==> config.mk <==
export PLATFORM = sky130hd
export DESIGN_NAME = spi_regfile_slave
export DESIGN_NICKNAME = d
export VERILOG_FILES = /design/src/rtl/spi_regfile_pkg.sv /design/src/rtl/spi_regfile_sync.sv /design/src/rtl/spi_regfile_shifter.sv /design/src/rtl/spi_regfile_bank.sv /design/src/rtl/spi_regfile_slave.sv
export SDC_FILE = /design/constraint.sdc
export NUM_CORES = 2
export LEC_CHECK = 0
export BUFFER_PORTS_ARGS = -buffer_cell sky130_fd_sc_hd__buf_2
export CAP_MARGIN = 20
export CORE_UTILIZATION = 47
export DETAILED_ROUTE_END_ITERATION = 10
export PLACE_DENSITY_LB_ADDON = 0.05
export SYNTH_ARGS = -nofsm -noshare
export SYNTH_HDL_FRONTEND = slang
export SYNTH_SLANG_ARGS = --single-unit
==> constraint.sdc <==
create_clock -name clk -period 4.2 [get_ports clk]
set_clock_uncertainty 0.05 [all_clocks]
set_input_delay 0.63 -clock clk [delete_from_list [all_inputs] [get_ports clk]]
set_output_delay 0.63 -clock clk [all_outputs]
set_load 0.02 [all_outputs]
==> src/rtl/spi_regfile_pkg.sv <==
// Shared constants, types and address classification for the serial
// register access slave. Assumes a 7-bit address space of byte registers.
package spi_regfile_pkg;

    localparam int ADDR_W     = 7;
    localparam int BYTE_W     = 8;
    localparam int WORD_W     = 2 * BYTE_W;
    localparam int REG_COUNT  = 1 << ADDR_W;
    localparam int SHORT_BITS = 2 * BYTE_W;
    localparam int LONG_BITS  = 4 * BYTE_W;
    localparam int MAX_DATA   = 3;

    typedef logic [ADDR_W-1:0] addr_t;
    typedef logic [BYTE_W-1:0] byte_t;

    typedef enum logic [1:0] {
        AREA_GEN  = 2'd0,
        AREA_PAIR = 2'd1,
        AREA_RSVD = 2'd2
    } area_e;

    // Decide which storage an address maps to.
    function automatic area_e classify(addr_t a, int pairs, int rsvd_base);
        if (int'(a) >= rsvd_base)
            return AREA_RSVD;
        else if (int'(a) < 2 * pairs)
            return AREA_PAIR;
        else
            return AREA_GEN;
    endfunction

    // Index of the data-register pair that holds an address.
    function automatic int pair_of(addr_t a);
        return int'(a) >> 1;
    endfunction

endpackage

==> src/rtl/spi_regfile_sync.sv <==
// Brings SCLK, cs_n and MOSI into the clk domain through STAGES flops each
// and produces single-cycle edge strobes. Assumes every serial level is held
// for more than STAGES+2 clk cycles.
module spi_regfile_sync #(
    parameter int STAGES = 2
) (
    input  logic clk,
    input  logic rst_n,
    input  logic sclk,
    input  logic cs_n,
    input  logic mosi,
    output logic sclk_rise,
    output logic sclk_fall,
    output logic cs_fall,
    output logic cs_rise,
    output logic mosi_s
);
    localparam int NSIG = 3;
    localparam logic [NSIG-1:0] RST_VAL = 3'b010;   // {mosi, cs_n, sclk}

    logic [NSIG-1:0] raw;
    logic [NSIG-1:0] synced;
    logic            sclk_d;
    logic            cs_d;

    assign raw = {mosi, cs_n, sclk};

    for (genvar g = 0; g < NSIG; g++) begin : g_sync
        logic [STAGES-1:0] chain;
        // Shift the raw level through the synchronizer chain.
        always_ff @(posedge clk) begin
            if (!rst_n)
                chain <= {STAGES{RST_VAL[g]}};
            else
                chain <= {chain[STAGES-2:0], raw[g]};
        end
        assign synced[g] = chain[STAGES-1];
    end

    // Hold the previous synchronized level for edge detection.
    always_ff @(posedge clk) begin
        if (!rst_n) begin
            sclk_d <= 1'b0;
            cs_d   <= 1'b1;
        end else begin
            sclk_d <= synced[0];
            cs_d   <= synced[1];
        end
    end

    assign sclk_rise = synced[0] & ~sclk_d;
    assign sclk_fall = ~synced[0] & sclk_d;
    assign cs_fall   = ~synced[1] & cs_d;
    assign cs_rise   = synced[1] & ~cs_d;
    assign mosi_s    = synced[2];

endmodule

==> src/rtl/spi_regfile_shifter.sv <==
// Frame engine: counts rising SCLK edges while selected, assembles bytes,
// shifts read data out on falling edges and judges frame length when
// chip select rises. Assumes rd_byte is valid one cycle after byte_done
// and that the next falling edge comes later than that.
module spi_regfile_shifter
    import spi_regfile_pkg::*;
(
    input  logic       clk,
    input  logic       rst_n,
    input  logic       sclk_rise,
    input  logic       sclk_fall,
    input  logic       cs_fall,
    input  logic       cs_rise,
    input  logic       mosi_s,
    input  byte_t      rd_byte,
    output logic       miso,
    output logic       in_frame,
    output logic       byte_done,
    output logic [1:0] byte_idx,
    output byte_t      byte_val,
    output logic       frame_end,
    output logic       frame_ok
);
    localparam int CNT_SAT   = LONG_BITS + 1;
    localparam int CNT_W     = $clog2(CNT_SAT + 1);
    localparam int BIT_IDX_W = $clog2(BYTE_W);

    logic [CNT_W-1:0] bit_cnt;
    byte_t            rx_sh;
    byte_t            tx_sh;
    logic             load_q;
    logic             byte_last;

    assign byte_last = (bit_cnt[BIT_IDX_W-1:0] == BIT_IDX_W'(BYTE_W - 1))
                       && (bit_cnt < CNT_W'(LONG_BITS));

    // Track the frame, shift bits in and out, and judge its length.
    always_ff @(posedge clk) begin
        if (!rst_n) begin
            in_frame  <= 1'b0;
            bit_cnt   <= '0;
            rx_sh     <= '0;
            tx_sh     <= '0;
            miso      <= 1'b0;
            byte_done <= 1'b0;
            byte_idx  <= '0;
            byte_val  <= '0;
            frame_end <= 1'b0;
            frame_ok  <= 1'b0;
            load_q    <= 1'b0;
        end else begin
            byte_done <= 1'b0;
            frame_end <= 1'b0;
            load_q    <= byte_done;
            if (cs_fall) begin
                in_frame <= 1'b1;
                bit_cnt  <= '0;
                rx_sh    <= '0;
                tx_sh    <= '0;
                miso     <= 1'b0;
            end else if (cs_rise) begin
                in_frame <= 1'b0;
                miso     <= 1'b0;
                if (in_frame) begin
                    frame_end <= 1'b1;
                    frame_ok  <= (bit_cnt == CNT_W'(SHORT_BITS)) ||
                                 (bit_cnt == CNT_W'(LONG_BITS));
                end
            end else if (in_frame) begin
                if (sclk_rise) begin
                    rx_sh <= {rx_sh[BYTE_W-2:0], mosi_s};
                    if (bit_cnt != CNT_W'(CNT_SAT))
                        bit_cnt <= bit_cnt + 1'b1;
                    if (byte_last) begin
                        byte_done <= 1'b1;
                        byte_idx  <= bit_cnt[BIT_IDX_W +: 2];
                        byte_val  <= {rx_sh[BYTE_W-2:0], mosi_s};
                    end
                end
                if (sclk_fall) begin
                    miso  <= tx_sh[BYTE_W-1];
                    tx_sh <= {tx_sh[BYTE_W-2:0], 1'b0};
                end
                if (load_q)
                    tx_sh <= rd_byte;
            end
        end
    end

    AST_CMD_BYTE_QUIET: assert property (@(posedge clk) disable iff (!rst_n) (in_frame && bit_cnt < CNT_W'(BYTE_W)) |-> !miso);

endmodule

==> src/rtl/spi_regfile_bank.sv <==
// Register storage: general bytes, transmit/receive pairs with handshake
// flags, and the shadow buffer that defers writes until a legal frame
// closes. Assumes byte_done and frame_end never coincide.
module spi_regfile_bank
    import spi_regfile_pkg::*;
#(
    parameter int NUM_PAIRS = 4,
    parameter int RSVD_BASE = 112
) (
    input  logic                        clk,
    input  logic                        rst_n,
    input  logic                        byte_done,
    input  logic [1:0]                  byte_idx,
    input  byte_t                       byte_val,
    input  logic                        frame_end,
    input  logic                        frame_ok,
    input  logic [NUM_PAIRS-1:0]        tx_sent,
    input  logic [NUM_PAIRS-1:0]        rx_load,
    input  logic [NUM_PAIRS*WORD_W-1:0] rx_data,
    output byte_t                       rd_byte,
    output logic [NUM_PAIRS*WORD_W-1:0] tx_data,
    output logic [NUM_PAIRS-1:0]        tx_empty,
    output logic [NUM_PAIRS-1:0]        rx_full
);
    byte_t                       mem [REG_COUNT];
    logic [NUM_PAIRS*WORD_W-1:0] tx_flat;
    logic [NUM_PAIRS*WORD_W-1:0] rx_flat;
    logic                        cmd_wr;
    addr_t                       cur_addr;
    byte_t                       sh_data [MAX_DATA];
    addr_t                       sh_addr [MAX_DATA];
    logic [MAX_DATA-1:0]         sh_vld;
    logic [NUM_PAIRS-1:0]        wr_pend;
    logic [NUM_PAIRS-1:0]        rd_pend;
    logic                        commit;
    area_e                       cur_area;

    assign commit   = frame_end && frame_ok;
    assign cur_area = classify(cur_addr, NUM_PAIRS, RSVD_BASE);
    assign tx_data  = tx_flat;

    // Latch the command, advance the cursor and stage write bytes.
    always_ff @(posedge clk) begin
        if (!rst_n) begin
            cmd_wr   <= 1'b0;
            cur_addr <= '0;
            sh_vld   <= '0;
            wr_pend  <= '0;
            rd_pend  <= '0;
            for (int j = 0; j < MAX_DATA; j++) begin
                sh_data[j] <= '0;
                sh_addr[j] <= '0;
            end
        end else if (frame_end) begin
            sh_vld  <= '0;
            wr_pend <= '0;
            rd_pend <= '0;
        end else if (byte_done) begin
            if (byte_idx == 2'd0) begin
                cmd_wr   <= byte_val[BYTE_W-1];
                cur_addr <= byte_val[ADDR_W-1:0];
            end else begin
                cur_addr <= cur_addr + 1'b1;
                if (cmd_wr) begin
                    sh_data[byte_idx - 2'd1] <= byte_val;
                    sh_addr[byte_idx - 2'd1] <= cur_addr;
                    sh_vld[byte_idx - 2'd1]  <= 1'b1;
                    if (cur_area == AREA_PAIR)
                        wr_pend[pair_of(cur_addr)] <= 1'b1;
                end else if (cur_area == AREA_PAIR) begin
                    rd_pend[pair_of(cur_addr)] <= 1'b1;
                end
            end
        end
    end

    // Commit staged bytes to general registers or transmit words.
    always_ff @(posedge clk) begin
        if (!rst_n) begin
            for (int i = 0; i < REG_COUNT; i++)
                mem[i] <= '0;
            tx_flat <= '0;
        end else if (commit) begin
            for (int j = 0; j < MAX_DATA; j++) begin
                if (sh_vld[j]) begin
                    case (classify(sh_addr[j], NUM_PAIRS, RSVD_BASE))
                        AREA_GEN:  mem[sh_addr[j]] <= sh_data[j];
                        AREA_PAIR: tx_flat[pair_of(sh_addr[j]) * WORD_W
                                           + (sh_addr[j][0] ? 0 : BYTE_W) +: BYTE_W]
                                       <= sh_data[j];
                        default: ;
                    endcase
                end
            end
        end
    end

    // Capture receive words and update both handshake flags per pair.
    always_ff @(posedge clk) begin
        if (!rst_n) begin
            rx_flat  <= '0;
            tx_empty <= '1;
            rx_full  <= '0;
        end else begin
            for (int k = 0; k < NUM_PAIRS; k++) begin
                if (rx_load[k])
                    rx_flat[k*WORD_W +: WORD_W] <= rx_data[k*WORD_W +: WORD_W];
                // a fresh host write outranks a send report
                if (commit && wr_pend[k])
                    tx_empty[k] <= 1'b0;
                else if (tx_sent[k])
                    tx_empty[k] <= 1'b1;
                // a fresh deposit outranks a host read
                if (rx_load[k])
                    rx_full[k] <= 1'b1;
                else if (commit && rd_pend[k])
                    rx_full[k] <= 1'b0;
            end
        end
    end

    // Return the byte at the cursor for the next outgoing data byte.
    always_comb begin
        case (cur_area)
            AREA_GEN:  rd_byte = mem[cur_addr];
            AREA_PAIR: rd_byte = rx_flat[pair_of(cur_addr) * WORD_W
                                         + (cur_addr[0] ? 0 : BYTE_W) +: BYTE_W];
            default:   rd_byte = '0;
        endcase
    end

    AST_COMMIT_BYTES: assert property (@(posedge clk) disable iff (!rst_n) (commit && cmd_wr) |-> ($countones(sh_vld) == 1 || $countones(sh_vld) == MAX_DATA));

    for (genvar k = 0; k < NUM_PAIRS; k++) begin : g_flag_chk
        AST_TX_EMPTY_CLEAR: assert property (@(posedge clk) disable iff (!rst_n) (commit && wr_pend[k]) |=> !tx_empty[k]);
        AST_TX_EMPTY_SET: assert property (@(posedge clk) disable iff (!rst_n) (tx_sent[k] && !(commit && wr_pend[k])) |=> tx_empty[k]);
        AST_RX_FULL_SET: assert property (@(posedge clk) disable iff (!rst_n) rx_load[k] |=> rx_full[k]);
        AST_RX_FULL_CLEAR: assert property (@(posedge clk) disable iff (!rst_n) (commit && rd_pend[k] && !rx_load[k]) |=> !rx_full[k]);
    end

endmodule

==> src/rtl/spi_regfile_slave.sv <==
// Top level of the serial register access slave: synchronizer, frame
// engine and register bank. Assumes SCLK half periods of at least
// SYNC_STAGES+4 clk cycles and SCLK low whenever cs_n changes.
module spi_regfile_slave
    import spi_regfile_pkg::*;
#(
    parameter int NUM_PAIRS   = 4,
    parameter int RSVD_BASE   = 112,
    parameter int SYNC_STAGES = 2
) (
    input  logic                        clk,
    input  logic                        rst_n,
    input  logic                        sclk,
    input  logic                        cs_n,
    input  logic                        mosi,
    output logic                        miso,
    output logic [NUM_PAIRS*WORD_W-1:0] tx_data,
    input  logic [NUM_PAIRS-1:0]        tx_sent,
    input  logic [NUM_PAIRS-1:0]        rx_load,
    input  logic [NUM_PAIRS*WORD_W-1:0] rx_data,
    output logic [NUM_PAIRS-1:0]        tx_empty,
    output logic [NUM_PAIRS-1:0]        rx_full
);
    logic       sclk_rise;
    logic       sclk_fall;
    logic       cs_fall;
    logic       cs_rise;
    logic       mosi_s;
    logic       in_frame;
    logic       byte_done;
    logic [1:0] byte_idx;
    byte_t      byte_val;
    logic       frame_end;
    logic       frame_ok;
    byte_t      rd_byte;

    spi_regfile_sync #(.STAGES(SYNC_STAGES)) u_sync (
        .clk       (clk),
        .rst_n     (rst_n),
        .sclk      (sclk),
        .cs_n      (cs_n),
        .mosi      (mosi),
        .sclk_rise (sclk_rise),
        .sclk_fall (sclk_fall),
        .cs_fall   (cs_fall),
        .cs_rise   (cs_rise),
        .mosi_s    (mosi_s)
    );

    spi_regfile_shifter u_shift (
        .clk       (clk),
        .rst_n     (rst_n),
        .sclk_rise (sclk_rise),
        .sclk_fall (sclk_fall),
        .cs_fall   (cs_fall),
        .cs_rise   (cs_rise),
        .mosi_s    (mosi_s),
        .rd_byte   (rd_byte),
        .miso      (miso),
        .in_frame  (in_frame),
        .byte_done (byte_done),
        .byte_idx  (byte_idx),
        .byte_val  (byte_val),
        .frame_end (frame_end),
        .frame_ok  (frame_ok)
    );

    spi_regfile_bank #(.NUM_PAIRS(NUM_PAIRS), .RSVD_BASE(RSVD_BASE)) u_bank (
        .clk       (clk),
        .rst_n     (rst_n),
        .byte_done (byte_done),
        .byte_idx  (byte_idx),
        .byte_val  (byte_val),
        .frame_end (frame_end),
        .frame_ok  (frame_ok),
        .tx_sent   (tx_sent),
        .rx_load   (rx_load),
        .rx_data   (rx_data),
        .rd_byte   (rd_byte),
        .tx_data   (tx_data),
        .tx_empty  (tx_empty),
        .rx_full   (rx_full)
    );

    AST_NO_BYTE_OUTSIDE_FRAME: assert property (@(posedge clk) disable iff (!rst_n) !in_frame |-> !byte_done);

endmodule

==> impl_metrics.tcl <==
set metrics [dict create \
    via_count 59600 \
    areaGrowthSynthToFinish_pct 13.8 \
    setup_viol 0 \
    yosys_warnings 0 \
    r2r_slack_ps 150 \
    netlist.area_leader.share_pct 45.7 \
    slowest_stage "nand4_1" \
    synth_edf_count 1069 \
    max-clock-path-buffers 3 \
    ys_ff_latch 1276 \
    cp-end-kind "flip-flop" \
    status "finished, final reports clean" \
    r2r_start "u_bank.sh_addr[0][1]" \
    period_share_pct 96.5 \
    syn_area_mm2 0.0703 \
    p_sw_mw 7.10 \
    synth_cells 6618 \
    setup-tns-final_ps 0 \
    drt_pass1_iterations 8 \
    port_buffers 149 \
    drive_gt1_share_pct 15.8 \
    max_stage_delay_ps 600 \
    timing.critical_path.mode_cell "ha_1" \
    synthMuxAreaShare_pct 12.6 \
    swShare_pct 24.3 \
    postCtsSetupBuffers 0 \
    p_seq_share_pct 49.3 \
    n_fill_cell 12700 \
    peakVddDrop_uv 338 \
    cap_violations 0 \
    finalInstanceArea_mm2 0.0800 \
    internal_power_mw 22.1 \
    synth_area_leaders "edfxtp_1 (46%), mux4_2 (9.9%), a22oi_1 (8.5%)" \
    worst_hold_path_type "input pin to flip-flop" \
    grt_pass1_wl_mm 400 \
    root_buffer "clkbuf_16" \
    gp_congestion 0.941 \
    yosysTopAreaCell "edfxtp_1" \
    fin_util_pct 54.0 \
    cts.sinks 1276 \
    tritoncts "yes" \
    grt_max_degree 111 \
    path_clk_slew_ps 60 \
    critPathMaxFanout 12 \
    place_area_mm2 0.0745 \
    cp-start-kind "flip-flop" \
    core_mm2 0.148 \
    synth.top_cells.by_count "edfxtp_1 (1069), nand2_1 (842), a22oi_1 (793)" \
    synth_most_common_cell "edfxtp_1" \
    hold_ws_ps 30.2 \
    cp.required_ps 4850 \
    drcViolationCount 0 \
    grtUsageTotal_pct 36.4 \
    dieArea_mm2 0.151 \
    whs_path_depth 3 \
    crit_arrival_ps 4710 \
    power_leakage_nw 27.3 \
    numCtsBuffers 149 \
    grt_pass1_vias 56200 \
    synth_compound_area_share_pct 18.4 \
    routed_wl_mm 281 \
    total_power_mw 29.2 \
    clockPowerShare_pct 45.0 \
    power_density_mw_per_mm2 365 \
    antenna_found_initial 18 \
    avgSynthCellArea_um2 10.6 \
    worstMarginPinSlew_ps 1260 \
    clock.fmax_mhz 247 \
    nets 6935 \
    htree_levels 4 \
    start_util_pct 47.5 \
    fp.dieH_um 389 \
    synthSimpleGateAreaFrac_pct 13.0 \
    min_from "rx_data[19]" \
    synthAdderAreaFrac_pct 0.303 \
    rr_worst_depth 11 \
    power_frac_comb_pct 5.7 \
    ant_nets 0 \
    synthArstFlopShare_pct 0 \
    ios 150 \
    r2r_end "u_bank.tx_data[11]" \
    max_slew_margin_pct 16.0 \
    wl_per_cell_um 31.6 \
    clock_latency_ps 800 \
    dpl.hpwl_mm 173 \
    grt_overflow 0 \
    vias_per_cell 6.69 \
    path_cells "inv_2 -> ha_1 -> nand2b_1 -> nor3_1 -> ha_1 -> or4b_1 -> nor4_2 -> nand4_1 -> o21ai_0 -> o221ai_1 -> a311oi_1" \
    yosysSeqAreaShare_pct 51.6 \
    hold_viol 0 \
    synth_top_family_by_area "compound AO/OA/AOI/OAI gates" \
    whs_endpoint "u_bank.rx_flat[19]" \
    rsz0062_at_grt "no" \
    die_w_um 389 \
    synthDistinctLibCells 86 \
    synth-xor-area-share_pct 0.174 \
    critPathKind "flip-flop to flip-flop" \
    slew_viol_final 0 \
    synth-main-ff-cell "edfxtp_1" \
    post-route-min-period_ps 4050 \
    row_count 141 \
    drt_iter0_markers 8945 \
]
[routing by layer]
layer  track usage (%)  routed length [um]  share of wire [%]  vias to the layer above
li1                  -                   -                  -                    25600
met1              48.9              108000                 38                    28900
met2              52.9              120000                 43                     4319
met3              10.8               37000                 13                      804
met4              19.7               16400                5.9                       18
met5                 0                 114              0.041                        -
[state kept, by name (all words and copies together), names as in the netlist, 2 cells and up, named ones only]
signal / cells
u_bank.wr_pend: 4
u_shift.byte_val: 8
u_shift.byte_idx: 2
u_bank.tx_data: 64
u_bank.rx_flat: 64
u_shift.rx_sh: 7
u_bank.rx_full: 4
u_bank.sh_addr: 21
u_shift.tx_sh: 8
u_bank.sh_data: 24
u_bank.tx_empty: 4
u_sync.g_sync.chain: 6
u_bank.mem: 1024
u_shift.bit_cnt: 6
u_bank.cur_addr: 7
u_bank.sh_vld: 3
u_bank.rd_pend: 4
[stage by stage]
step | instances | worst slack, ps
2_1_floorplan | 6809 | 944
3_3_place_gp | 8558 | 43.0
3_5_place_dp | 8558 | 27.4
4_1_cts | 8896 | 25.1
5_1_grt | 8898 | 2.63
6_report | 8906 | 147
[what timing repair did]
action | CTS | global route
endpoints found under the setup margin | 0 | 24
hold buffers | 60 | 0
gates resized for setup | 0 | 1
hold endpoints to repair | 60 | 0
[worst max-delay path, delay by kind of cell, from the launching register on]
kind	cells	cell delay [ps]
compound gates	3	790
fa+ha+maj	2	450
buf+inv	1	200
flops	1	510
simple gates	5	1960
[worst max path at each step]
stage,start,end,slack [ps],depth (start not counted)
global route,u_bank.sh_addr[0][1],u_bank.tx_data[9],3,11
detailed placement,u_bank.sh_addr[0][1],u_bank.tx_data[9],30,11
CTS,u_bank.sh_addr[0][1],u_bank.tx_data[9],30,11
finish,u_bank.sh_addr[0][1],u_bank.tx_data[11],150,11
floorplan,rst_n,u_bank.sh_addr[1][0],940,7
global placement,u_bank.sh_addr[0][1],u_bank.tx_data[11],40,11
[power by group through the flow]
stage	combinational [mW]	sequential, mW	clock [mW]
floorplan	0.850	14.5	0
global placement	1.54	14.6	0
detailed placement	1.54	14.6	0
CTS	1.59	14.4	13.2
global route	1.69	14.4	13.7
finish	1.66	14.4	13.2
[cell usage in the layout, fill, tap and decap left out, types with 61 or more instances in the layout]
master	instances
nor2_1	701
edfxtp_1	1069
a21oi_1	404
buf_2	148
conb_1	192
nor3_1	72
nand3_1	61
a22oi_1	793
mux2i_1	179
buf_4	293
clkbuf_16	151
o21ai_0	647
dfxtp_1	202
mux4_2	310
nand2_1	842
[layout make-up]
cell class | instances | area, um2 | share of cell area, %
repair buffers | 532 | 4130 | 5.17
inverters | 56 | 216 | 0.271
multi-input cells | 4826 | 32100 | 40.1
clock buffers | 181 | 3950 | 4.94
clock inverters | 97 | 923 | 1.15
diodes | 8 | 20.0 | 0.0250
well taps | 1930 | 2410 | 3.02
flip-flops and latches | 1276 | 36300 | 45.3
[cells by family (layout without fill, tap and decap cells)]
family,count (synthesis),after routing
buffers and inverters,707,866
AND/OR/NAND/NOR,2054,2054
adder cells (fa/ha/maj),17,17
XOR/XNOR,14,14
other,1,200
AO/OA/AOI/OAI,2053,2053
multiplexers,496,496
flip-flops,1276,1276
Note: power is estimated with default switching activity, not from simulation.
